$ cat src/rtl/amp_pwrseq_pkg.sv
// Package: shared state codes, write-field positions and configuration type
// for the audio output power sequencer. Assumes a 4-bit write port.
package amp_pwrseq_pkg;

    localparam int unsigned WR_W     = 4;
    localparam int unsigned F_CPEN   = 0;
    localparam int unsigned F_PWRUP  = 1;
    localparam int unsigned F_BYPUP  = 2;
    localparam int unsigned F_BYPDN  = 3;

    typedef enum logic [2:0] {
        ST_HOLD   = 3'd0,
        ST_LOWPWR = 3'd1,
        ST_RAMPUP = 3'd2,
        ST_ACTIVE = 3'd3,
        ST_RAMPDN = 3'd4,
        ST_OFF    = 3'd5
    } seq_state_e;

    typedef struct packed {
        logic byp_dn;
        logic byp_up;
        logic pwrup;
    } seq_cfg_t;

    localparam seq_cfg_t CFG_DFLT = '{byp_dn: 1'b0, byp_up: 1'b0, pwrup: 1'b0};

endpackage

$ cat src/rtl/amp_pwrseq_cfg.sv
// Module: configuration holder. Keeps the power request and both bypass bits,
// the sticky port-select flag, and raises the defaults-load pulse.
// Assumes wr_stb is one cycle per write; a port-enable write ignores its
// other data bits and restores the defaults instead.
module amp_pwrseq_cfg
    import amp_pwrseq_pkg::*;
(
    input  logic            clk,
    input  logic            rst_n,
    input  logic            wr_stb,
    input  logic [WR_W-1:0] wr_data,
    input  logic            in_hold,
    output seq_cfg_t        cfg,
    output logic            cp_sel,
    output logic            cp_wr,
    output logic            dflt_load
);

    seq_cfg_t cfg_q;
    logic     cp_q;
    logic     dflt_q;

    assign cp_wr = rst_n && wr_stb && wr_data[F_CPEN];

    // Purpose: store configuration fields and the sticky port-select flag.
    always_ff @(posedge clk) begin
        if (!rst_n) begin
            cfg_q <= CFG_DFLT;
            cp_q  <= 1'b0;
        end else if (cp_wr) begin
            cfg_q <= CFG_DFLT;
            cp_q  <= 1'b1;
        end else if (wr_stb) begin
            cfg_q.pwrup  <= wr_data[F_PWRUP];
            cfg_q.byp_up <= wr_data[F_BYPUP];
            cfg_q.byp_dn <= wr_data[F_BYPDN];
        end
    end

    // Purpose: one-cycle defaults-load on reset entry or on a port-enable write.
    always_ff @(posedge clk) begin
        dflt_q <= rst_n ? cp_wr : !in_hold;
    end

    assign cfg       = cfg_q;
    assign cp_sel    = cp_q;
    assign dflt_load = dflt_q;

endmodule

$ cat src/rtl/amp_pwrseq_timer.sv
// Module: phase timer. Counts cycles of the current timed phase and flags the
// last one. Assumes limit >= 1 and that clr is raised on every phase entry.
module amp_pwrseq_timer #(
    parameter int unsigned CNT_W = 8
) (
    input  logic             clk,
    input  logic             rst_n,
    input  logic             clr,
    input  logic             run,
    input  logic [CNT_W-1:0] limit,
    output logic             done
);

    logic [CNT_W-1:0] cnt_q;

    assign done = (cnt_q == (limit - CNT_W'(1)));

    // Purpose: advance the phase count, holding at the final cycle.
    always_ff @(posedge clk) begin
        if (!rst_n || clr) begin
            cnt_q <= '0;
        end else if (run && !done) begin
            cnt_q <= cnt_q + CNT_W'(1);
        end
    end

endmodule

$ cat src/rtl/amp_pwrseq_fsm.sv
// Module: sequencing state machine. Walks reset hold, low power, ramps,
// active and off; owns the stand-alone wait flag and drives the phase timer.
// Assumes cfg and cp_sel are registered and cp_wr is the same-cycle write.
module amp_pwrseq_fsm
    import amp_pwrseq_pkg::*;
#(
    parameter int unsigned SA_CYCLES = 16,
    parameter int unsigned UP_CYCLES = 8,
    parameter int unsigned DN_CYCLES = 8,
    parameter int unsigned CNT_W     = 8
) (
    input  logic             clk,
    input  logic             rst_n,
    input  logic             clk_ok,
    input  logic             cp_sel,
    input  logic             cp_wr,
    input  seq_cfg_t         cfg,
    input  logic             pin_byp_up,
    input  logic             tmr_done,
    output logic             tmr_clr,
    output logic             tmr_run,
    output logic [CNT_W-1:0] tmr_limit,
    output seq_state_e       state
);

    seq_state_e st_q, st_nxt;
    logic       sa_q, sa_nxt;
    logic       byp_up_eff;
    seq_state_e up_target;

    assign byp_up_eff = cp_sel ? cfg.byp_up : pin_byp_up;
    assign up_target  = byp_up_eff ? ST_ACTIVE : ST_RAMPUP;

    // Purpose: choose the next state and stand-alone wait flag.
    always_comb begin
        st_nxt = st_q;
        sa_nxt = sa_q;
        case (st_q)
            ST_HOLD: begin
                if (clk_ok) begin
                    st_nxt = ST_LOWPWR;
                    sa_nxt = !(cp_sel || cp_wr);
                end
            end
            ST_LOWPWR: begin
                if (sa_q) begin
                    if (cp_wr) begin
                        sa_nxt = 1'b0;
                    end else if (tmr_done) begin
                        st_nxt = up_target;
                        sa_nxt = 1'b0;
                    end
                end else if (cp_sel && cfg.pwrup) begin
                    st_nxt = up_target;
                end
            end
            ST_RAMPUP: begin
                if (tmr_done) st_nxt = ST_ACTIVE;
            end
            ST_ACTIVE: begin
                if (cp_sel && !cfg.pwrup) st_nxt = cfg.byp_dn ? ST_OFF : ST_RAMPDN;
            end
            ST_RAMPDN: begin
                if (tmr_done) st_nxt = ST_OFF;
            end
            ST_OFF: begin
                if (cp_sel && cfg.pwrup) st_nxt = up_target;
            end
            default: begin
                st_nxt = ST_HOLD;
                sa_nxt = 1'b0;
            end
        endcase
    end

    // Purpose: select the length of the current timed phase.
    always_comb begin
        case (st_q)
            ST_LOWPWR: tmr_limit = CNT_W'(SA_CYCLES);
            ST_RAMPUP: tmr_limit = CNT_W'(UP_CYCLES);
            ST_RAMPDN: tmr_limit = CNT_W'(DN_CYCLES);
            default:   tmr_limit = CNT_W'(1);
        endcase
    end

    assign tmr_clr = (st_nxt != st_q) || cp_wr;
    assign tmr_run = (st_q == ST_LOWPWR && sa_q) || (st_q == ST_RAMPUP) || (st_q == ST_RAMPDN);

    // Purpose: hold the state and the stand-alone wait flag.
    always_ff @(posedge clk) begin
        if (!rst_n) begin
            st_q <= ST_HOLD;
            sa_q <= 1'b0;
        end else begin
            st_q <= st_nxt;
            sa_q <= sa_nxt;
        end
    end

    assign state = st_q;

endmodule

$ cat src/rtl/amp_pwrseq.sv
// Module: audio output power sequencer top. Ties together the configuration
// holder, the state machine and the phase timer, and decodes the enables.
// Assumes all phase lengths are at least one cycle.
module amp_pwrseq
    import amp_pwrseq_pkg::*;
#(
    parameter int unsigned SA_CYCLES = 2_625_000,
    parameter int unsigned UP_CYCLES = 625_000,
    parameter int unsigned DN_CYCLES = 50_000_000
) (
    input  logic       clk,
    input  logic       rst_n,
    input  logic       clk_ok,
    input  logic       wr_stb,
    input  logic [3:0] wr_data,
    input  logic       pin_byp_up,
    output logic       hp_en,
    output logic       drv_en,
    output logic       ramp_busy,
    output logic       cp_sel,
    output logic       dflt_load,
    output logic [2:0] state_o
);

    localparam int unsigned MAX_AB  = (SA_CYCLES > UP_CYCLES) ? SA_CYCLES : UP_CYCLES;
    localparam int unsigned MAX_CYC = (MAX_AB > DN_CYCLES) ? MAX_AB : DN_CYCLES;
    localparam int unsigned CNT_W   = $clog2(MAX_CYC + 1);

    seq_cfg_t         cfg;
    logic             cp_wr;
    logic             tmr_clr, tmr_run, tmr_done;
    logic [CNT_W-1:0] tmr_limit;
    seq_state_e       st;

    amp_pwrseq_cfg u_cfg (
        .clk       (clk),
        .rst_n     (rst_n),
        .wr_stb    (wr_stb),
        .wr_data   (wr_data),
        .in_hold   (st == ST_HOLD),
        .cfg       (cfg),
        .cp_sel    (cp_sel),
        .cp_wr     (cp_wr),
        .dflt_load (dflt_load)
    );

    amp_pwrseq_fsm #(
        .SA_CYCLES (SA_CYCLES),
        .UP_CYCLES (UP_CYCLES),
        .DN_CYCLES (DN_CYCLES),
        .CNT_W     (CNT_W)
    ) u_fsm (
        .clk        (clk),
        .rst_n      (rst_n),
        .clk_ok     (clk_ok),
        .cp_sel     (cp_sel),
        .cp_wr      (cp_wr),
        .cfg        (cfg),
        .pin_byp_up (pin_byp_up),
        .tmr_done   (tmr_done),
        .tmr_clr    (tmr_clr),
        .tmr_run    (tmr_run),
        .tmr_limit  (tmr_limit),
        .state      (st)
    );

    amp_pwrseq_timer #(
        .CNT_W (CNT_W)
    ) u_tmr (
        .clk   (clk),
        .rst_n (rst_n),
        .clr   (tmr_clr),
        .run   (tmr_run),
        .limit (tmr_limit),
        .done  (tmr_done)
    );

    assign hp_en     = (st == ST_RAMPUP) || (st == ST_ACTIVE);
    assign drv_en    = (st == ST_RAMPUP) || (st == ST_ACTIVE);
    assign ramp_busy = (st == ST_RAMPUP) || (st == ST_RAMPDN);
    assign state_o   = st;

endmodule

$ cat config.mk
export PLATFORM = sky130hd
export DESIGN_NAME = amp_pwrseq
export DESIGN_NICKNAME = d
export VERILOG_FILES = /design/src/rtl/amp_pwrseq_pkg.sv /design/src/rtl/amp_pwrseq_cfg.sv /design/src/rtl/amp_pwrseq_timer.sv /design/src/rtl/amp_pwrseq_fsm.sv /design/src/rtl/amp_pwrseq.sv
export SDC_FILE = /design/constraint.sdc
export NUM_CORES = 1
export LEC_CHECK = 0
export ABC_AREA = 1
export BUFFER_PORTS_ARGS = -buffer_cell sky130_fd_sc_hd__buf_4
export CAP_MARGIN = 15
export CORE_ASPECT_RATIO = 2
export CORE_UTILIZATION = 61
export CTS_CLUSTER_SIZE = 16
export DETAILED_ROUTE_END_ITERATION = 12
export PLACE_DENSITY = 0.77
export SYNTH_ARGS = -nofsm -noshare
export SYNTH_HDL_FRONTEND = slang
export SYNTH_SLANG_ARGS = --single-unit
$ cat constraint.sdc
create_clock -name clk -period 5.6 [get_ports clk]
set_clock_uncertainty 0.05 [all_clocks]
set_input_delay 0.56 -clock clk [delete_from_list [all_inputs] [get_ports clk]]
set_output_delay 0.56 -clock clk [all_outputs]
set_load 0.1 [all_outputs]
---- Word-level counts from Yosys, hierarchy flattened ----
Index checks and enable logic that the tools add are counted.
operators by class
  add/sub/neg operators ................... 2
  equal/unequal tests ..................... 8
  mux-type cells .......................... 19
  bitwise operators ....................... 2
  reduce and logical (&&, ||, !) cells .... 22
operators with widths
  cell                   number
  $pmux 26 s3            1
  $add 26x1->26 const B  1
  $eq 26x26->1           1
  $sub 26x1->26 const B  1
  $mux 3                 8
  $pmux 3 s6             1
  $mux 1                 8
  $logic_or 1x1->1       7
  $eq 3x2->1 const B     2
  $eq 3x3->1 const B     2
  $logic_and 1x1->1      6
  $logic_not 1->1        5
  $reduce_or 4->1        1
  $eq 3x1->1 const B     1
  $logic_not 3->1        1
  $ne 3x3->1             1
  $pmux 1 s3             1
  $ne 2x2->1 const B     1
  $not 1->1              2
  $reduce_and 2->1       1
  $reduce_or 2->1        1
storage, ports and cells
  flip-flop bits (word level) ............. 35
  logic and storage cells ................. 61

---- Depth between registers and ports, before layout ----
  word-level depth ........................ 11
  mapped depth ............................ 18
  mapped depth without buffers ............ 17

---- Cells and area by module ----
A second synthesis with hierarchy kept.
second synthesis, totals
  cell total of the unflattened synthesis .. 621
  area total of the unflattened synthesis .. 3846.2 um^2
by module, submodules not included
  module            times used  cells an instance  area each (um^2)
  amp_pwrseq_timer  1           476                2951.6
  amp_pwrseq_fsm    1           113                676.9
  amp_pwrseq_cfg    1           22                 173.9
  amp_pwrseq        1           10                 43.8

---- Worst setup path after synthesis ----
OpenSTA, ideal clock, no wires.
  kind .................................... reg2reg
  start point ............................. reg u_fsm.st_q[1], in the netlist u_fsm.state[1]
  end point ............................... reg u_tmr.cnt_q[0]
  setup time .............................. 62 ps
  arrival time ............................ 3423 ps
  data required time ...................... 5488 ps
  path slack .............................. 2065 ps
  cell stages (with the launch flop) ...... 15
  path buffers ............................ 1
  period minus slack after synthesis ...... 3535 ps
  cell sequence ........................... dfxtp_1 > inv_2 > nor2_2 > inv_1 > nor2_1 > inv_1 > nor3_4 > nor2_1 > nand2_1 > nor2_1 > or3_1 > a21oi_2 > nand3_4 > buf_6 > nor2_2
on the way
  word-level cells in the longest chain between the ends .. 11
  elaborated cells on any way between the ends .. 26
  those cells by class .................... 1 x add/sub; 7 x eq/ne; 10 x mux; 8 x reduce/logical
RTL lines
  element                                   line                                                              RTL
  start, declared                           amp_pwrseq_fsm.sv:26                                              seq_state_e st_q, st_nxt;
  start signal, assigned                    amp_pwrseq_fsm.sv:95                                              st_q <= st_nxt;
  $eq 3x3->1, or another cell as far along  amp_pwrseq_fsm.sv:38, amp_pwrseq_fsm.sv:78, amp_pwrseq_fsm.sv:87
  $pmux 26 s3                               amp_pwrseq_fsm.sv:78                                              case (st_q)
  $sub 26x1->26                             amp_pwrseq_timer.sv:16                                            assign done = (cnt_q == (limit - CNT_W'(1)));
  $eq 26x26->1                              amp_pwrseq_timer.sv:16
  $mux 3                                    amp_pwrseq_fsm.sv:49                                              end else if (tmr_done) begin
  $mux 3                                    amp_pwrseq_fsm.sv:47                                              if (cp_wr) begin
  $mux 3                                    amp_pwrseq_fsm.sv:46                                              if (sa_q) begin
  $pmux 3 s6                                amp_pwrseq_fsm.sv:38                                              case (st_q)
  $ne 3x3->1                                amp_pwrseq_fsm.sv:86                                              assign tmr_clr = (st_nxt != st_q) || cp_wr;
  $logic_or 1x1->1                          amp_pwrseq_fsm.sv:86
  $logic_or 1x1->1                          amp_pwrseq_timer.sv:20                                            if (!rst_n || clr) begin
  end signal, assigned                      amp_pwrseq_timer.sv:23                                            cnt_q <= cnt_q + CNT_W'(1);
  end, declared                             amp_pwrseq_timer.sv:14                                            logic [CNT_W-1:0] cnt_q;
Parallel ways exist; a longest one is shown, timed or not.
A chain may end at the register's enable or synchronous reset.

---- Worst setup path in the final report ----
  start point ............................. reg u_fsm.st_q[2], in the netlist u_fsm.state[2]
  end point ............................... reg u_tmr.cnt_q[17]
Same word-level chain as after synthesis.

==> results_dict.tcl <==
set metrics [dict create \
    tritoncts "built" \
    cp_slowest_stage_delay_ns 0.38 \
    drt_iter0_markers 123 \
    numClockSinks 35 \
    flip_flop_and_latch_count_after_synthesis 35 \
    most-common-layout-cells "sky130_fd_sc_hd__nand2_1, sky130_fd_sc_hd__inv_1, sky130_fd_sc_hd__nor2_1, sky130_fd_sc_hd__dfxtp_1, sky130_fd_sc_hd__nor2_2" \
    nets 433 \
    synth_sequential_area_ratio 0.277 \
    rows 32 \
    via_per_inst 5.40 \
    syn-num-nets 418 \
    placed_area_mm2 0.00265 \
    timing.setup.critical_path_class "reg2reg" \
    startpoint_class "flip-flop" \
    cts_inserted_buffers 5 \
    min_period_ns 2.60 \
    leading_cell_type_in_the_layout_fill_and_taps_excluded "sky130_fd_sc_hd__nand2_1" \
    cp_num_buf_inv 2 \
    maxCapViolCount 0 \
    grt_antenna_before_repair 0 \
    detail_route.wirelength_um 6960 \
    post_synth_num_cell_types 30 \
    min_path_type "reg2reg" \
    post_synth_instance_area_mm2 0.00253 \
    max_slew_margin 0.603 \
    share_of_flip_flops_with_an_asynchronous_set_or_reset 0 \
    detailed_placer_s_ending_hpwl_um 5280 \
    ys_warn_count 0 \
    timing_worst_slew_pin_value_ns 0.591 \
    dr_vias 2564 \
    firstDrtPassIters 4 \
    route.detailed.wl_per_inst_um 14.7 \
    status "completed" \
    maxSlewViolCount 0 \
    setup_tns_ns 0 \
    dieArea_mm2 0.00443 \
    synth_compound_gate_area_share 0.0647 \
    detail_route.drc_violations 0 \
    finalNonFillerCells 475 \
    core_mm2 0.00392 \
    cts.reportedPaths.clkPinSlew_ns 0.08 \
    synth_xor_area_frac 0.0830 \
    number_of_ports_placed_on_the_die_boundary 17 \
    fmax_ghz 0.384 \
    first_global_vias 2427 \
    worstPathCellList "inv_2, nand3_2, nand2_1, inv_1, nor2_1, nand2_1, nor2_2, nand4_1, nand2_1, nand3_1, nand2_1, nand2_1, nand2_1, nand3_4, nor2_1" \
    final.fill_count 387 \
    worst_path_dominant_cell_family "simple AND/OR/NAND/NOR gates" \
    die_width_um 47.6 \
    cts.repair.resized 0 \
    drtAntennaViolNets 0 \
    placed_cells_incl_taps 467 \
    final-setup-viol-count 0 \
    antennaDiodeCount 0 \
    ir_worst_vdd_v 0.000190 \
    clock_latency_ns 0.29 \
    synth.avg_cell_area_um2 6.21 \
    yosys-mux-area-fraction 0 \
    synth_top_family_by_area "simple AND/OR/NAND/NOR gates" \
    final_cycle_utilization_of_the_critical_path 0.465 \
    gp_routability_congestion 1.07 \
    initial_core_util 0.646 \
    grt_start_max_net_pins 30 \
    critPathMostFrequentCell "sky130_fd_sc_hd__nand2_1" \
    syn2layout_area_growth_pct 9.83 \
    synthFlopType "sky130_fd_sc_hd__dfxtp_1" \
    track_usage 0.360 \
    postCtsSetupBuffers 0 \
    number_of_port_buffers 16 \
    yosys.area_share.adder 0.00494 \
    grt_setup_unrepaired "false" \
    ctsLongestPathBuffers 2 \
    critical_path_peak_fanout 26 \
    post_synth_and_or_nand_nor_area_fraction 0.433 \
    final_layout_size_suffix_gt1_frac 0.146 \
    worst_ep_arrival_time_ns 2.77 \
    synth_edf_count 0 \
    synthesis.instances 408 \
    clk_root_buffer_cell "sky130_fd_sc_hd__clkbuf_8" \
    fin_area_mm2 0.00278 \
    depth_of_the_cts_h_tree 2 \
    worstSetupEndpointType "flip-flop" \
    die_h_um 93.1 \
    report.final.hold_viol_count 0 \
    critical_path_data_required_time_ns 5.77 \
    report.power.total_uw 687 \
    holdBufCountCts 0 \
    global_route.overflow_total 0 \
    power_leakage_uw 0.00120 \
    power.density_mw_per_mm2 247 \
    crit_path_top_delay_cell "sky130_fd_sc_hd__dfxtp_1" \
    grt_pass1_wl_um 11400 \
]
-- kinds of logic (layout without fill, tap and decap cells) --
logic type / after synthesis / count (layout)
AO/OA/AOI/OAI: 29 / 29
XOR/XNOR: 24 / 24
adder cells (fa/ha/maj): 1 / 1
buffers and inverters: 82 / 98
flip-flops: 35 / 35
AND/OR/NAND/NOR: 237 / 237
-- sequential cells by signal, indices dropped and copies added (netlist names) --
register and flops:
u_cfg.dflt_load 1, u_fsm.sa_q 1, u_cfg.cp_sel 1, u_fsm.state 3
u_cfg.cfg 3, u_tmr.cnt_q 26
-- tightest hold or removal path: cells and delay by family, from the launching register on --
family / cells / cell delay (ns)
compound gates: 1 / 0.05
simple gates: 1 / 0.07
flops: 1 / 0.33
-- power by group --
| part | total, uW | leakage (uW) | internal [uW] | switching (uW) |
|---|---|---|---|---|
| sequential | 261 | 0.000283 | 254 | 6.66 |
| clock | 278 | 0.0000644 | 178 | 101 |
| combinational | 148 | 0.000854 | 37.4 | 110 |
-- synth_stat cells (all sizes together) (2+ instances only) --
cell type,instances,area (um2)
a21oi,10,53.8
buf,6,63.8
clkbuf,2,7.51
dfxtp,35,701
inv,74,278
nand2,109,427
nand3,26,158
nand4,13,81.3
nor2,71,324
nor3,13,76.3
nor4,3,18.8
o21ai,15,75.1
xnor2,4,35.0
xor2,20,175
-- path summary, 6_finish.rpt --
check,slack (ns),from,cells after the start,end
min reg2reg,0.44,u_cfg.cfg[1],2,u_cfg.cfg[1]
max,3.00,u_fsm.state[2],15,u_tmr.cnt_q[17]
max reg2reg,3.00,u_fsm.state[2],15,u_tmr.cnt_q[17]
min,0.44,u_cfg.cfg[1],2,u_cfg.cfg[1]
-- area by class of cell --
class / count / area [um2] / area share
tap: 51 / 63.8 / 0.0229
multi-input combinational: 291 / 1480 / 0.533
clock inverter: 3 / 67.6 / 0.0243
inverter: 74 / 278 / 0.0998
sequential: 35 / 701 / 0.252
clock buffer: 5 / 68.8 / 0.0247
timing repair buffer: 16 / 120 / 0.0432
-- per-layer routing --
layer / wire length, um / GRT usage / vias up
met5: 0 / 0 / -
met4: 375 / 0.208 / 0
met3: 305 / 0.108 / 33
met2: 3790 / 0.623 / 86
met1: 2500 / 0.348 / 1162
li1: - / - / 1283
-- per-stage QoR --
| step | utilization | hold slack (ns) | setup WS, ns |
|---|---|---|---|
| 3_5_place_dp | 0.674 | 0.432 | 3.02 |
| 4_1_cts | 0.709 | 0.442 | 3.01 |
| 2_1_floorplan | - | 0.389 | 2.06 |
| 3_3_place_gp | 0.674 | 0.421 | 3.04 |
| 6_report | 0.709 | 0.442 | 3.00 |
| 5_1_grt | 0.709 | 0.467 | 2.64 |
(Power assumes the default switching activity.)
